`src/rtl/sctl_pkg.sv`:
```
package sctl_pkg;

  typedef enum logic [1:0] {
    BIAS_OFF  = 2'b00,
    BIAS_IDLE = 2'b01,
    BIAS_ON   = 2'b10
  } bias_e;

  localparam int NUM_REGS = 4;

  // Register index i answers at address {i, 2'b11}
  function automatic logic [3:0] reg_addr(input logic [1:0] idx);
    return {idx, 2'b11};
  endfunction

endpackage

```
`src/rtl/sctl_sync.sv`:
```
module sctl_sync #(
  parameter int               STAGES  = 2,
  parameter int               WIDTH   = 1,
  parameter logic [WIDTH-1:0] RST_VAL = '0
) (
  input  logic             clk_i,
  input  logic             rst_ni,
  input  logic [WIDTH-1:0] d_i,
  output logic [WIDTH-1:0] q_o
);

  logic [STAGES-1:0][WIDTH-1:0] chain_q;

  always_ff @(posedge clk_i or negedge rst_ni) begin
    if (!rst_ni) begin
      chain_q <= {STAGES{RST_VAL}};
    end else begin
      chain_q[0] <= d_i;
      for (int s = 1; s < STAGES; s++) begin
        chain_q[s] <= chain_q[s-1];
      end
    end
  end

  assign q_o = chain_q[STAGES-1];

endmodule

```
`src/rtl/sctl_shifter.sv`:
```
module sctl_shifter #(
  parameter int FRAME_LEN = 20,
  parameter int ADDR_W    = 4,
  localparam int DATA_W   = FRAME_LEN - ADDR_W
) (
  input  logic              clk_i,
  input  logic              rst_ni,
  input  logic              hw_on_i,
  input  logic              csn_i,
  input  logic              sclk_i,
  input  logic              sdi_i,
  output logic              wr_vld_o,
  output logic [ADDR_W-1:0] wr_addr_o,
  output logic [DATA_W-1:0] wr_data_o
);

  localparam int               CNT_W    = $clog2(FRAME_LEN + 2);
  localparam logic [CNT_W-1:0] CNT_FULL = CNT_W'(FRAME_LEN);
  localparam logic [CNT_W-1:0] CNT_SAT  = CNT_W'(FRAME_LEN + 1);

  logic [FRAME_LEN-1:0] sr_q, sr_d;
  logic [CNT_W-1:0]     cnt_q, cnt_d;
  logic                 sclk_q, csn_q;
  logic                 vld_q, vld_d;
  logic                 sclk_rise, cs_rise, shift_en;

  assign sclk_rise = sclk_i & ~sclk_q;
  assign cs_rise   = csn_i & ~csn_q;
  assign shift_en  = hw_on_i & ~csn_i & sclk_rise;

  always_comb begin
    sr_d  = sr_q;
    cnt_d = cnt_q;
    vld_d = 1'b0;
    if (!hw_on_i || csn_i) begin
      cnt_d = '0;
    end else if (shift_en) begin
      sr_d = {sr_q[FRAME_LEN-2:0], sdi_i};
      if (cnt_q != CNT_SAT) begin
        cnt_d = cnt_q + 1'b1;
      end
    end
    if (hw_on_i && cs_rise && (cnt_q == CNT_FULL)) begin
      vld_d = 1'b1;
    end
  end

  always_ff @(posedge clk_i or negedge rst_ni) begin
    if (!rst_ni) begin
      sr_q   <= '0;
      cnt_q  <= '0;
      sclk_q <= 1'b0;
      csn_q  <= 1'b1;
      vld_q  <= 1'b0;
    end else begin
      sr_q   <= sr_d;
      cnt_q  <= cnt_d;
      sclk_q <= sclk_i;
      csn_q  <= csn_i;
      vld_q  <= vld_d;
    end
  end

  assign wr_vld_o  = vld_q;
  assign wr_addr_o = sr_q[ADDR_W-1:0];
  assign wr_data_o = sr_q[FRAME_LEN-1:ADDR_W];


  frame_len_chk: assert property (@(posedge clk_i) disable iff (!rst_ni)
    wr_vld_o |-> ($past(cnt_q) == CNT_FULL));


  pin_block_chk: assert property (@(posedge clk_i) disable iff (!rst_ni)
    !hw_on_i |=> !wr_vld_o);


  cs_high_hold_chk: assert property (@(posedge clk_i) disable iff (!rst_ni)
    (csn_i && $past(csn_i)) |=> $stable(sr_q));

endmodule

```
`src/rtl/sctl_regbank.sv`:
```
module sctl_regbank
  import sctl_pkg::*;
#(
  parameter int                         DATA_W  = 16,
  parameter int                         ADDR_W  = 4,
  parameter logic [NUM_REGS*DATA_W-1:0] RST_VAL = '0
) (
  input  logic                       clk_i,
  input  logic                       rst_ni,
  input  logic                       wr_vld_i,
  input  logic [ADDR_W-1:0]          wr_addr_i,
  input  logic [DATA_W-1:0]          wr_data_i,
  output logic [NUM_REGS*DATA_W-1:0] regs_o
);

  logic [NUM_REGS-1:0] sel;
  logic                hit;

  assign hit = |sel;

  for (genvar i = 0; i < NUM_REGS; i++) begin : g_reg
    logic [DATA_W-1:0] val_q, val_d;
    logic              we;

    assign sel[i] = (wr_addr_i == ADDR_W'(reg_addr(2'(i))));
    assign we     = wr_vld_i & sel[i];

    always_comb begin
      val_d = val_q;
      if (we) begin
        val_d = wr_data_i;
      end
    end

    always_ff @(posedge clk_i or negedge rst_ni) begin
      if (!rst_ni) begin
        val_q <= RST_VAL[i*DATA_W +: DATA_W];
      end else begin
        val_q <= val_d;
      end
    end

    assign regs_o[i*DATA_W +: DATA_W] = val_q;


    reg_write_chk: assert property (@(posedge clk_i) disable iff (!rst_ni)
      (wr_vld_i && wr_addr_i == ADDR_W'(reg_addr(2'(i)))) |=> (val_q == $past(wr_data_i)));
  end


  stray_addr_chk: assert property (@(posedge clk_i) disable iff (!rst_ni)
    (wr_vld_i && !hit) |=> $stable(regs_o));


  one_hot_sel_chk: assert property (@(posedge clk_i) disable iff (!rst_ni)
    $onehot0(sel));

endmodule

```
`src/rtl/sctl_bias.sv`:
```
module sctl_bias
  import sctl_pkg::*;
#(
  parameter int DATA_W   = 16,
  parameter int SHDN_BIT = 5,
  parameter int IDLE_BIT = 4
) (
  input  logic              clk_i,
  input  logic              rst_ni,
  input  logic              hw_on_i,
  input  logic [DATA_W-1:0] opctl_i,
  output logic [1:0]        bias_o,
  output logic              rx_en_o,
  output logic              synth_en_o,
  output logic              ser_en_o
);

  bias_e state_q, state_d;
  logic  rx_q, rx_d, syn_q, syn_d, ser_q, ser_d;

  always_comb begin
    if (!hw_on_i || !opctl_i[SHDN_BIT]) begin
      state_d = BIAS_OFF;
    end else if (!opctl_i[IDLE_BIT]) begin
      state_d = BIAS_IDLE;
    end else begin
      state_d = BIAS_ON;
    end
    rx_d  = (state_d == BIAS_ON);
    syn_d = (state_d == BIAS_ON) || (state_d == BIAS_IDLE);
    ser_d = hw_on_i;
  end

  always_ff @(posedge clk_i or negedge rst_ni) begin
    if (!rst_ni) begin
      state_q <= BIAS_OFF;
      rx_q    <= 1'b0;
      syn_q   <= 1'b0;
      ser_q   <= 1'b0;
    end else begin
      state_q <= state_d;
      rx_q    <= rx_d;
      syn_q   <= syn_d;
      ser_q   <= ser_d;
    end
  end

  assign bias_o     = state_q;
  assign rx_en_o    = rx_q;
  assign synth_en_o = syn_q;
  assign ser_en_o   = ser_q;


  no_bad_state_chk: assert property (@(posedge clk_i) disable iff (!rst_ni)
    bias_o != 2'b11);


  pin_off_ser_chk: assert property (@(posedge clk_i) disable iff (!rst_ni)
    !hw_on_i |=> !ser_en_o);


  reg_off_chk: assert property (@(posedge clk_i) disable iff (!rst_ni)
    !opctl_i[SHDN_BIT] |=> (!rx_en_o && !synth_en_o));


  idle_en_chk: assert property (@(posedge clk_i) disable iff (!rst_ni)
    (hw_on_i && opctl_i[SHDN_BIT] && !opctl_i[IDLE_BIT]) |=> (!rx_en_o && synth_en_o && ser_en_o));

endmodule

```
`src/rtl/sctl_bank.sv`:
```
module sctl_bank
  import sctl_pkg::*;
#(
  parameter int          FRAME_LEN = 20,
  parameter int          ADDR_W    = 4,
  parameter int          SYNC_LEN  = 2,
  parameter logic [15:0] CFG_RST   = 16'hA5C3,
  parameter logic [15:0] OPCTL_RST = 16'h0000,
  parameter logic [15:0] MDIV_RST  = 16'h0100,
  parameter logic [15:0] RDIV_RST  = 16'h0010
) (
  input  logic        clk_i,
  input  logic        rst_ni,
  input  logic        spi_csn_i,
  input  logic        spi_sclk_i,
  input  logic        spi_sdi_i,
  input  logic        hard_off_ni,
  output logic [15:0] cfg_o,
  output logic [15:0] opctl_o,
  output logic [15:0] mdiv_o,
  output logic [15:0] rdiv_o,
  output logic [1:0]  bias_o,
  output logic        rx_en_o,
  output logic        synth_en_o,
  output logic        ser_en_o
);

  localparam int DATA_W = FRAME_LEN - ADDR_W;
  localparam logic [NUM_REGS*DATA_W-1:0] BANK_RST =
    {RDIV_RST, MDIV_RST, OPCTL_RST, CFG_RST};

  logic [1:0]                 rst_sync_q;
  logic                       rst_n;
  logic [3:0]                 pins_s;
  logic                       csn_s, sclk_s, sdi_s, hw_on_s;
  logic                       wr_vld;
  logic [ADDR_W-1:0]          wr_addr;
  logic [DATA_W-1:0]          wr_data;
  logic [NUM_REGS*DATA_W-1:0] regs;

  // Reset asserts at once and releases on the clock
  always_ff @(posedge clk_i or negedge rst_ni) begin
    if (!rst_ni) begin
      rst_sync_q <= 2'b00;
    end else begin
      rst_sync_q <= {rst_sync_q[0], 1'b1};
    end
  end
  assign rst_n = rst_sync_q[1];

  sctl_sync #(
    .STAGES (SYNC_LEN),
    .WIDTH  (4),
    .RST_VAL(4'b1000)
  ) i_sync (
    .clk_i (clk_i),
    .rst_ni(rst_n),
    .d_i   ({spi_csn_i, spi_sclk_i, spi_sdi_i, hard_off_ni}),
    .q_o   (pins_s)
  );
  assign {csn_s, sclk_s, sdi_s, hw_on_s} = pins_s;

  sctl_shifter #(
    .FRAME_LEN(FRAME_LEN),
    .ADDR_W   (ADDR_W)
  ) i_shifter (
    .clk_i    (clk_i),
    .rst_ni   (rst_n),
    .hw_on_i  (hw_on_s),
    .csn_i    (csn_s),
    .sclk_i   (sclk_s),
    .sdi_i    (sdi_s),
    .wr_vld_o (wr_vld),
    .wr_addr_o(wr_addr),
    .wr_data_o(wr_data)
  );

  sctl_regbank #(
    .DATA_W (DATA_W),
    .ADDR_W (ADDR_W),
    .RST_VAL(BANK_RST)
  ) i_regbank (
    .clk_i    (clk_i),
    .rst_ni   (rst_n),
    .wr_vld_i (wr_vld),
    .wr_addr_i(wr_addr),
    .wr_data_i(wr_data),
    .regs_o   (regs)
  );

  assign cfg_o   = regs[0*DATA_W +: 16];
  assign opctl_o = regs[1*DATA_W +: 16];
  assign mdiv_o  = regs[2*DATA_W +: 16];
  assign rdiv_o  = regs[3*DATA_W +: 16];

  sctl_bias #(
    .DATA_W  (DATA_W),
    .SHDN_BIT(5),
    .IDLE_BIT(4)
  ) i_bias (
    .clk_i     (clk_i),
    .rst_ni    (rst_n),
    .hw_on_i   (hw_on_s),
    .opctl_i   (regs[1*DATA_W +: DATA_W]),
    .bias_o    (bias_o),
    .rx_en_o   (rx_en_o),
    .synth_en_o(synth_en_o),
    .ser_en_o  (ser_en_o)
  );


  pin_keep_chk: assert property (@(posedge clk_i) disable iff (!rst_n)
    (!hw_on_s && $past(!hw_on_s)) |=> $stable(regs));


  on_state_chk: assert property (@(posedge clk_i) disable iff (!rst_n)
    (bias_o == BIAS_ON) |-> (rx_en_o && synth_en_o && ser_en_o));

endmodule

```
`config.mk`:
```
export PLATFORM = sky130hd
export DESIGN_NAME = sctl_bank
export DESIGN_NICKNAME = d
export VERILOG_FILES = /design/src/rtl/sctl_pkg.sv /design/src/rtl/sctl_sync.sv /design/src/rtl/sctl_shifter.sv /design/src/rtl/sctl_regbank.sv /design/src/rtl/sctl_bias.sv /design/src/rtl/sctl_bank.sv
export SDC_FILE = /design/constraint.sdc
export NUM_CORES = 1
export LEC_CHECK = 0
export BUFFER_PORTS_ARGS = -buffer_cell sky130_fd_sc_hd__buf_2
export CAP_MARGIN = 5
export CORE_MARGIN = 4
export CORE_UTILIZATION = 40
export CTS_BUF_LIST = sky130_fd_sc_hd__clkbuf_8
export CTS_CLUSTER_SIZE = 24
export DETAILED_ROUTE_END_ITERATION = 8
export RECOVER_POWER = 25
export SYNTH_ARGS = -nofsm -noshare
export SYNTH_HDL_FRONTEND = slang
export SYNTH_SLANG_ARGS = --single-unit
```
`constraint.sdc`:
```
create_clock -name clk_i -period 2.95 [get_ports clk_i]
set_clock_uncertainty 0.1 [all_clocks]
set_input_delay 0.4425 -clock clk_i [delete_from_list [all_inputs] [get_ports clk_i]]
set_output_delay 0.4425 -clock clk_i [all_outputs]
set_load 0.05 [all_outputs]
```
=== Yosys cells after proc, flatten, opt, wreduce, memory -nomap -nowiden ===
Cells that the tools add are included.

* Reduce and logical (&&, ||, !) cells: 11
* Bitwise gates (word level): 12
* Eq/ne operators: 8
* Mux-type cells: 6
* Add/sub/neg operators: 1

{| class="wikitable"
|+ Operators with widths
! kind !! count
|-
| two-way mux 5 bit || 3
|-
| bitwise AND 1 bit || 8
|-
| equality test 4 bit (second input constant) || 2
|-
| adder 5 x 1 -> 5 bit (second input constant) || 1
|-
| equality test 5 bit (second input constant) || 1
|-
| inequality test 5 bit (second input constant) || 1
|-
| equality test 4 x 2 -> 1 bit (second input constant) || 1
|-
| equality test 4 x 3 -> 1 bit (second input constant) || 1
|-
| two-way mux 2 bit || 2
|-
| NOT 1 bit || 4
|-
| AND reduction 2 bit || 2
|-
| nonzero test 2 bit || 2
|-
| logical OR 1 bit || 3
|-
| equality test 2 x 1 -> 1 bit (second input constant) || 1
|-
| equality test 2 bit (second input constant) || 1
|-
| logical AND 1 bit || 2
|-
| zero test 1 bit || 2
|-
| two-way mux 1 bit || 1
|}

* Bits in registers: 107
* Output and inout port bits: 69
* Input bits: 6

=== Longest topological paths before layout ===
Gate-level depths: netlist of run 1.

* Depth after elaboration: 5
* Mapped depth: 5
* Mapped depth without buffers: 5

=== Modules after synthesis ===
Synthesis of run 1 repeated with hierarchy kept, for this count alone.

* Cell total of the unflattened synthesis: 244
* Area total of the unflattened synthesis: 4,108.9 sq um

{| class="wikitable"
|+ Modules (own cells, without submodules)
! module !! times used !! cells an instance !! sequential area each (sq um) !! area each (sq um)
|-
| sctl_regbank || 1 || 138 || 1,614.0 || 2,503.7
|-
| sctl_shifter || 1 || 83 || 701.9 || 1,189.9
|-
| sctl_sync || 1 || 12 || 202.7 || 232.7
|-
| sctl_bias || 1 || 8 || 100.1 || 128.9
|-
| sctl_bank || 1 || 3 || 50.0 || 53.8
|}

=== Worst setup path before layout of run 1 ===
Ideal clock, no wire load.

* Path kind: reg-to-reg
* Start point: register i_shifter.sr_q[1]
* End point: register i_regbank.g_reg[0].val_q[11]
* Path slack: 1,360 ps
* Cell stages (with the launch flop): 5
* Library setup time: 125 ps
* Data arrival time: 1,365 ps
* Required time: 2,725 ps
* Clock period less this slack: 1,590 ps
* Path through: dfrtp_1 -> and3_4 -> nor3b_4 -> buf_8 -> mux2_2

* Longest elaborated chain between the ends: 2

{| class="wikitable"
|+ Ends and longest elaborated chain
! element !! RTL line !! text
|-
| from (decl) || sctl_shifter.sv:21 || <nowiki>logic [FRAME_LEN-1:0] sr_q, sr_d;</nowiki>
|-
| from (signal assigned) || sctl_shifter.sv:56 || <nowiki>sr_q <= sr_d;</nowiki>
|-
| equality test 4 x 2 -> 1 bit || sctl_regbank.sv:25 || <nowiki>assign sel[i] = (wr_addr_i == ADDR_W'(reg_addr(2'(i))));</nowiki>
|-
| bitwise AND 1 bit || sctl_regbank.sv:26 || <nowiki>assign we = wr_vld_i & sel[i];</nowiki>
|-
| to (signal assigned) || sctl_regbank.sv:37 || <nowiki>val_q <= RST_VAL[i*DATA_W +: DATA_W];</nowiki>
|-
| to (signal assigned) || sctl_regbank.sv:39 || <nowiki>val_q <= val_d;</nowiki>
|-
| to (decl) || sctl_regbank.sv:22 || <nowiki>logic [DATA_W-1:0] val_q, val_d;</nowiki>
|}

No other way between the ends.
A chain may end at the register's enable or synchronous reset.

==> results of run 1 <==
through the flow:
stage	hold WS [ns]	power [mW]	cells	utilization, %	setup WS, ns
floorplan	0.0469	1.61	240	-	1.09
global placement	0.127	1.64	441	46.0	1.17
detailed placement	0.129	1.64	441	46.0	1.12
CTS	0.0520	2.45	458	47.9	1.10
global route	0.0435	2.53	458	47.9	0.531
finish	0.0777	2.41	458	47.9	0.960
sequential cells by signal, summed over array words and instances (netlist names):
name	count
i_regbank.g.val_q	64
i_bias.synth_en_o	1
i_shifter.csn_q	1
i_shifter.wr_vld_o	1
i_bias.ser_en_o	1
i_sync.chain_q	4
i_shifter.cnt_q	5
i_shifter.sclk_q	1
i_bias.rx_en_o	1
rst_sync_q	2
i_sync.q_o	4
i_bias.bias_o	1
i_shifter.sr_q	20
cells by family after synthesis:
group	Yosys count	synth area share (%)
flops	106	67.2
fa+ha+maj	3	0.946
compound gates	9	1.20
other cells	1	0.0945
simple gates	25	4.63
buf+inv	12	2.05
mux	84	23.8
Yosys cell counts, types with 2 or more instances:
| cell type | n |
|---|---|
| nor2b_1 | 2 |
| o21ai_0 | 4 |
| nand4b_1 | 2 |
| nand2b_1 | 2 |
| nand3_1 | 3 |
| nor3_1 | 2 |
| nand2_1 | 2 |
| inv_1 | 3 |
| buf_2 | 4 |
| a21oi_1 | 4 |
| mux2_2 | 84 |
| dfstp_2 | 13 |
| ha_1 | 3 |
| dfrtp_1 | 93 |
| buf_6 | 2 |
power groups by stage:
| stage | sequential [mW] | clock, mW | combinational (mW) |
|---|---|---|---|
| floorplan | 1.56 | 0 | 0.0491 |
| global placement | 1.57 | 0 | 0.0676 |
| detailed placement | 1.57 | 0 | 0.0678 |
| CTS | 1.55 | 0.839 | 0.0689 |
| global route | 1.55 | 0.898 | 0.0743 |
| finish | 1.54 | 0.796 | 0.0664 |
area by class of cell:
class / instances / share of cell area (%)
Timing Repair Buffer: 78 / 8.90
Clock buffer: 10 / 2.96
Inverter: 3 / 0.242
Multi-Input combinational cell: 122 / 26.2
Sequential cell: 106 / 57.3
Tap cell: 133 / 3.57
Clock inverter: 6 / 0.779
placed cells by master (no fill, tap or decap), drive strengths merged, types with 2 or more instances in the layout:
cell type   n
a21oi       4
mux2       84
buf        76
clkbuf     11
nor2b       2
nand2       2
and3        2
dfstp      13
nand3       4
o21ai       4
inv         6
ha          3
nand3b      2
nor3        2
dfrtp      93
nand2b      2
clkinvlp    2
nand4b      2
worst min path at each step:
stage | to | slack (ns) | cells after the start
6_report | i_sync.chain_q[3]$_DFF_PN1_ | 0.08 | 1
5_1_grt | i_sync.chain_q[3]$_DFF_PN1_ | 0.04 | 1
4_1_cts | i_sync.chain_q[3]$_DFF_PN1_ | 0.05 | 1
3_5_place_dp | rst_sync_q[0]$_DFF_PN0_ | 0.13 | 1
3_3_place_gp | rst_sync_q[0]$_DFF_PN0_ | 0.13 | 1
2_1_floorplan | rst_sync_q[0]$_DFF_PN0_ | 0.05 | 0
timing repair:
item                                   CTS  global route
setup buffers                            0             0
hold buffers                             1             0
endpoints found under the hold margin    2             0
routing by layer:
metal / vias to the layer above / share of wire, % / track usage (%)
met5: - / 0 / 0
met4: 0 / 1.3 / 3.79
met3: 6 / 5.0 / 4.38
met2: 53 / 47 / 19.8
met1: 1121 / 46 / 18.1
li1: 1008 / - / -
==> flow_metrics.env, run 1 <==
export IMPL_via_count=2188
export IMPL_final_area_um2=4660
export IMPL_ir_drop_v=0.000221
export IMPL_slew_viol_final=46
export IMPL_drc=0
export IMPL_hp_start="spi_csn_i"
export IMPL_synthCells=240
export IMPL_wl_mm=7.26
export IMPL_fin_crit_sh_pct=67.4
export IMPL_synth_top_area_share_pct=58.6
export IMPL_track_usage_pct=13.1
export IMPL_intPower_mw=1.85
export IMPL_slowest_delay_ns=1.59
export IMPL_port_buffers=74
export IMPL_r2r_start="rst_sync_q[1]$_DFF_PN0_"
export IMPL_post_drt_wl_per_cell_um=15.9
export IMPL_clockBufferDepth=2
export IMPL_violations="capacitance limit, slew limit"
export IMPL_final_layout_size_suffix_gt1_share_pct=59.1
export IMPL_grt_max_degree=60
export IMPL_die_h_um=108
export IMPL_reg2reg_slack_ns=0.96
export IMPL_synth_cell_types=32
export IMPL_final_fill_count=916
export IMPL_critPathKind="reg -> async"
export IMPL_ios=75
export IMPL_die_w_um=108
export IMPL_firstDrtPassIters=3
export IMPL_cts_tree="done"
export IMPL_grt_overflow_total=0
export IMPL_async_flop_share_pct=100
export IMPL_drt_iter0_markers=65
export IMPL_path_max_fanout=59
export IMPL_worst_ep_arrival_time_ns=2.37
export IMPL_rr_endpoint="i_regbank.g_reg[0].val_q[8]$_DFFE_PN1P_"
export IMPL_clockPowerShare_pct=33.1
export IMPL_powerDensity_nw_per_um2=517
export IMPL_postCtsResizedCells=0
export IMPL_avgViaCountPerCell=4.78
export IMPL_crit_chain="buf_12"
export IMPL_clk_latency_ns=0.36
export IMPL_drv_cap=1
export IMPL_end_kind="asynchronous set/reset pin"
export IMPL_clkTransAtPathRegs_ns=0.10
export IMPL_p_sw_mw=0.558
export IMPL_cts_buffers=9
export IMPL_die_area_um2=11600
export IMPL_slew_headroom_pct=-22.8
export IMPL_synth_area_leaders="dfrtp_1 59%, mux2_2 24%, dfstp_2 8.6%, ha_1 0.95%, buf_6 0.57%"
export IMPL_multi_input_area_um2=1220
export IMPL_yosysWarnings=0
export IMPL_min_period_ns=1.99
export IMPL_htree_levels=3
export IMPL_antenna_found_initial=0
export IMPL_coreArea_um2=9730
export IMPL_avgSynthCellArea_um2=16.5
export IMPL_critPathSlowestCell="dfrtp_1"
export IMPL_crit_required_ns=3.33
export IMPL_swShare_pct=23.2
export IMPL_cts_sinks=106
export IMPL_cts_root_buf="clkbuf_8"
export IMPL_seqCellArea_um2=2670
export IMPL_min_path_type="in -> reg"
export IMPL_crit_path_start_kind="flip-flop"
export IMPL_worst_pin_slew_ns=1.84
export IMPL_synth_edf_count=0
export IMPL_path_buf_inv=1
export IMPL_clock_fmax_mhz=503
export IMPL_gp_congestion=0.757
export IMPL_syn_nets=249
export IMPL_setup_tns_ns=0
export IMPL_p_leak_nw=2.47
export IMPL_syn_area_um2=3970
export IMPL_cp_top_family="flip-flops"
export IMPL_crit_start="rst_sync_q[1]$_DFF_PN0_"
export IMPL_grt_pass1_vias=2145
export IMPL_pwr_share_comb_pct=2.8
export IMPL_dp_hpwl_mm=4.83
export IMPL_status="finished with violations"
export IMPL_reg2reg_depth=1
export IMPL_num_nets_final=329
export IMPL_grt_pass1_wl_mm=11.6
export IMPL_diodes=0
export IMPL_initial_core_util_pct=40.8
export IMPL_ys_ff_latch=106
export IMPL_synth_ff_type="dfrtp_1"
export IMPL_critical_path_cell_count=1
export IMPL_yosysTopAreaCell="dfrtp_1"
export IMPL_drt_antenna_violating_nets=0
export IMPL_endpoint="i_regbank.g_reg[0].val_q[8]$_DFFE_PN1P_"
export IMPL_synthToLayoutAreaGrowth_pct=17.3
export IMPL_rows=36
export IMPL_hold_viol_final=0
export IMPL_final_setup_viol_count=0
export IMPL_yosysSeqAreaShare_pct=67.2
export IMPL_postPlaceCellArea_um2=4480
export IMPL_grt_setup_unrepaired="no"
export IMPL_power_frac_seq_pct=64.2
Note: power is estimated with default switching activity, not from simulation.
==> inputs of run 2 (changes only) <==
ABC_AREA = 1   (was not set)
clock period = 1.6 ns   (was 2.95 ns; I/O delays follow)
==> flow_metrics.env, run 2 <==
export IMPL_min_path_type="in -> async"
export IMPL_hold_viol_final=0
export IMPL_syn_nets=389
export IMPL_synth_common_cells="113 x nand2_1, 93 x dfrtp_1, 38 x o21ai_1, 31 x o21ai_0, 29 x inv_1"
export IMPL_synth_cell_types=25
export IMPL_num_nets_final=472
export IMPL_wl_met3_um=443
export IMPL_yosysWarnings=0
export IMPL_worst_ep_arrival_time_ns=1.16
export IMPL_wl_met2_mm=3.53
export IMPL_met1_length_mm=3.86
export IMPL_drv_cap=0
export IMPL_cp_top_family="flip-flops"
export IMPL_crit_required_ns=1.26
export IMPL_yosysSeqAreaShare_pct=66.9
export IMPL_ys_ff_latch=106
export IMPL_diodes=0
export IMPL_via_count=2752
export IMPL_grt_pass1_vias=2695
export IMPL_track_usage_pct=14.6
export IMPL_synth_area_leaders="dfrtp_1 58%, nand2_1 11%, dfstp_2 8.6%, o21ai_1 4.8%, o21ai_0 3.9%"
export IMPL_antenna_found_initial=0
export IMPL_final_setup_viol_count=0
export IMPL_critPathKind="reg -> out"
export IMPL_clockBufferDepth=2
export IMPL_post_drt_wl_per_cell_um=13.2
export IMPL_finish_utilization_pct=49.0
export IMPL_crit_path_start_kind="flip-flop"
export IMPL_synthCells=380
export IMPL_clkTransAtPathRegs_ns=0.10
export IMPL_end_kind="output pin"
export IMPL_synth_top_area_share_pct=58.4
export IMPL_rows=36
export IMPL_htree_levels=3
export IMPL_fin_crit_sh_pct=93.9
export IMPL_slowest_delay_ns=0.54
export IMPL_yosys_area_share_simple_pct=14.4
export IMPL_regMostFlops="i_regbank.g.val_q"
export IMPL_finalPower_mw=4.69
export IMPL_initial_core_util_pct=41.0
export IMPL_path_max_fanout=2
export IMPL_drt_antenna_violating_nets=0
export IMPL_cts_root_buf="clkbuf_8"
export IMPL_cts_buffers=9
export IMPL_setup_tns_ns=0
export IMPL_synthMuxAreaShare_pct=0
export IMPL_port_buffers=74
export IMPL_slew_viol_final=0
export IMPL_layout_common_cells="113 x nand2_1, 93 x dfrtp_1, 73 x buf_2"
export IMPL_synth_top_family_by_area="simple AND/OR/NAND/NOR gates"
export IMPL_firstDrtPassIters=4
export IMPL_syn_area_um2=3990
export IMPL_drc=0
export IMPL_yosysMostFrequentCell="nand2_1"
export IMPL_min_period_ns=1.50
export IMPL_cts_tree="done"
export IMPL_synth_ff_type="dfrtp_1"
export IMPL_pre_cts_slack_ns=0.153
export IMPL_reg2reg_slack_ns=0.16
export IMPL_yosysTopAreaCell="dfrtp_1"
export IMPL_grt_max_degree=46
export IMPL_synth_edf_count=0
export IMPL_top_layer_used="met4"
export IMPL_clk_latency_ns=0.35
export IMPL_cts_sinks=106
export IMPL_slew_headroom_pct=53.6
export IMPL_finalWorstSetupSlack_ns=0.0981
export IMPL_powerDensity_nw_per_um2=984
export IMPL_largest_register_ffs=64
export IMPL_drt_iter0_markers=170
export IMPL_ir_drop_v=0.000553
export IMPL_final_common_cell="nand2_1"
export IMPL_die_w_um=108
export IMPL_reg_top3="i_regbank.g.val_q: 64 flops, i_shifter.sr_q: 20 flops, i_shifter.cnt_q: 5 flops"
export IMPL_die_h_um=108
export IMPL_die_area_um2=11600
export IMPL_clock_fmax_mhz=666
export IMPL_path_buf_inv=1
export IMPL_ios=75
export IMPL_coreArea_um2=9730
export IMPL_status="finished, final reports clean"
export IMPL_gp_congestion=0.778
export IMPL_synthXorXnorAreaFrac_pct=0.220
export IMPL_final_fill_count=942
export IMPL_synth_compound_area_share_pct=11.5
export IMPL_grt_setup_unrepaired="no"
export IMPL_critPathSlowestCell="dfstp_2"
export IMPL_worst_pin_slew_ns=0.697
export IMPL_async_flop_share_pct=100
export IMPL_final_layout_size_suffix_gt1_share_pct=28.0
export IMPL_synth_adder_area_share_pct=0.941
export IMPL_dp_hpwl_mm=5.59
export IMPL_wl_mm=7.92
export IMPL_p_leak_nw=2.36
export IMPL_grt_pass1_wl_mm=13.5
export IMPL_avgViaCountPerCell=4.58
export IMPL_avgSynthCellArea_um2=10.5
export IMPL_crit_chain="buf_2"
export IMPL_synthToLayoutAreaGrowth_pct=19.5
export IMPL_grt_overflow_total=0
## run 2: cell count changes after synthesis, moves of 4 or more
cell     change
nand2_1    +111
mux2_2      -84
o21ai_1     +38
o21ai_0     +27
inv_1       +26
o21ai_2     +11
nor2_1       +6
buf_2        +5
nand4_1      +5
a21oi_1      -4
## run 2: routing by layer
metal,up-vias,GRT usage (%)
met5,-,0
met4,0,4.06
met3,9,3.78
met2,61,22.4
met1,1309,20.7
li1,1373,-
## run 2: path summary, 6_finish.rpt
path / startpoint / end / cells past startpoint
max: i_regbank.g_reg[0].val_q[10]$_DFFE_PN1P_ / cfg_o[10] / 1
min: rst_ni / rst_sync_q[0]$_DFF_PN0_ / 2
max reg2reg: i_shifter.cnt_q[1]$_DFFE_PN0P_ / i_shifter.cnt_q[0]$_DFFE_PN0P_ / 8
min reg2reg: rst_sync_q[1]$_DFF_PN0_ / i_sync.q_o[2]$_DFF_PN0_ / 0
max in group asynchronous: rst_sync_q[1]$_DFF_PN0_ / i_regbank.g_reg[2].val_q[8]$_DFFE_PN1P_ / 1
min in group clk_i: i_sync.chain_q[1]$_DFF_PN0_ / i_sync.q_o[1]$_DFF_PN0_ / 0
## run 2: power by group
part           switching, mW  internal (mW)  total, mW
logic                  0.165         0.0649      0.229
registers             0.0538           2.75       2.81
clock network          0.887          0.767       1.65
total                   1.11           3.58       4.69
## run 2: layout make-up
type                       count  area, um2  share of cell area (%)
sequential                   106       2670                    56.0
multi-input combinational    226       1090                    22.9
timing repair buffer          89        517                    10.8
tap                          133        166                    3.49
clock buffer                  10        138                    2.89
inverter                      31        116                    2.44
clock inverter                 6       65.1                    1.37
## run 2: stage by stage
| stage | hold WS, ns | instances | instance area [um2] |
|---|---|---|---|
| 6_report | 0.102 | 601 | 4760 |
| 3_3_place_gp | -0.0742 | 580 | 4520 |
| 4_1_cts | 0.0742 | 601 | 4770 |
| 3_5_place_dp | -0.0736 | 580 | 4520 |
| 5_1_grt | 0.105 | 601 | 4760 |
| 2_1_floorplan | -0.156 | 380 | 3990 |
## run 2: repair_timing
item	CTS	global route
hold endpoints to repair	6	0
hold buffers	5	0
resized for setup	0	1
buffers inserted	0	0
endpoints found under the setup margin	0	2
## run 2: kinds of logic (layout without fill, tap and decap cells)
logic type                 Yosys count  after routing
buffers and inverters               48            136
xor gates and xnor gates             1              1
and+or+nand+nor                    139            139
adders and majority gates            3              3
DFF                                106            106
other                                1              1
AOI/OAI and AO/OA                   82             82
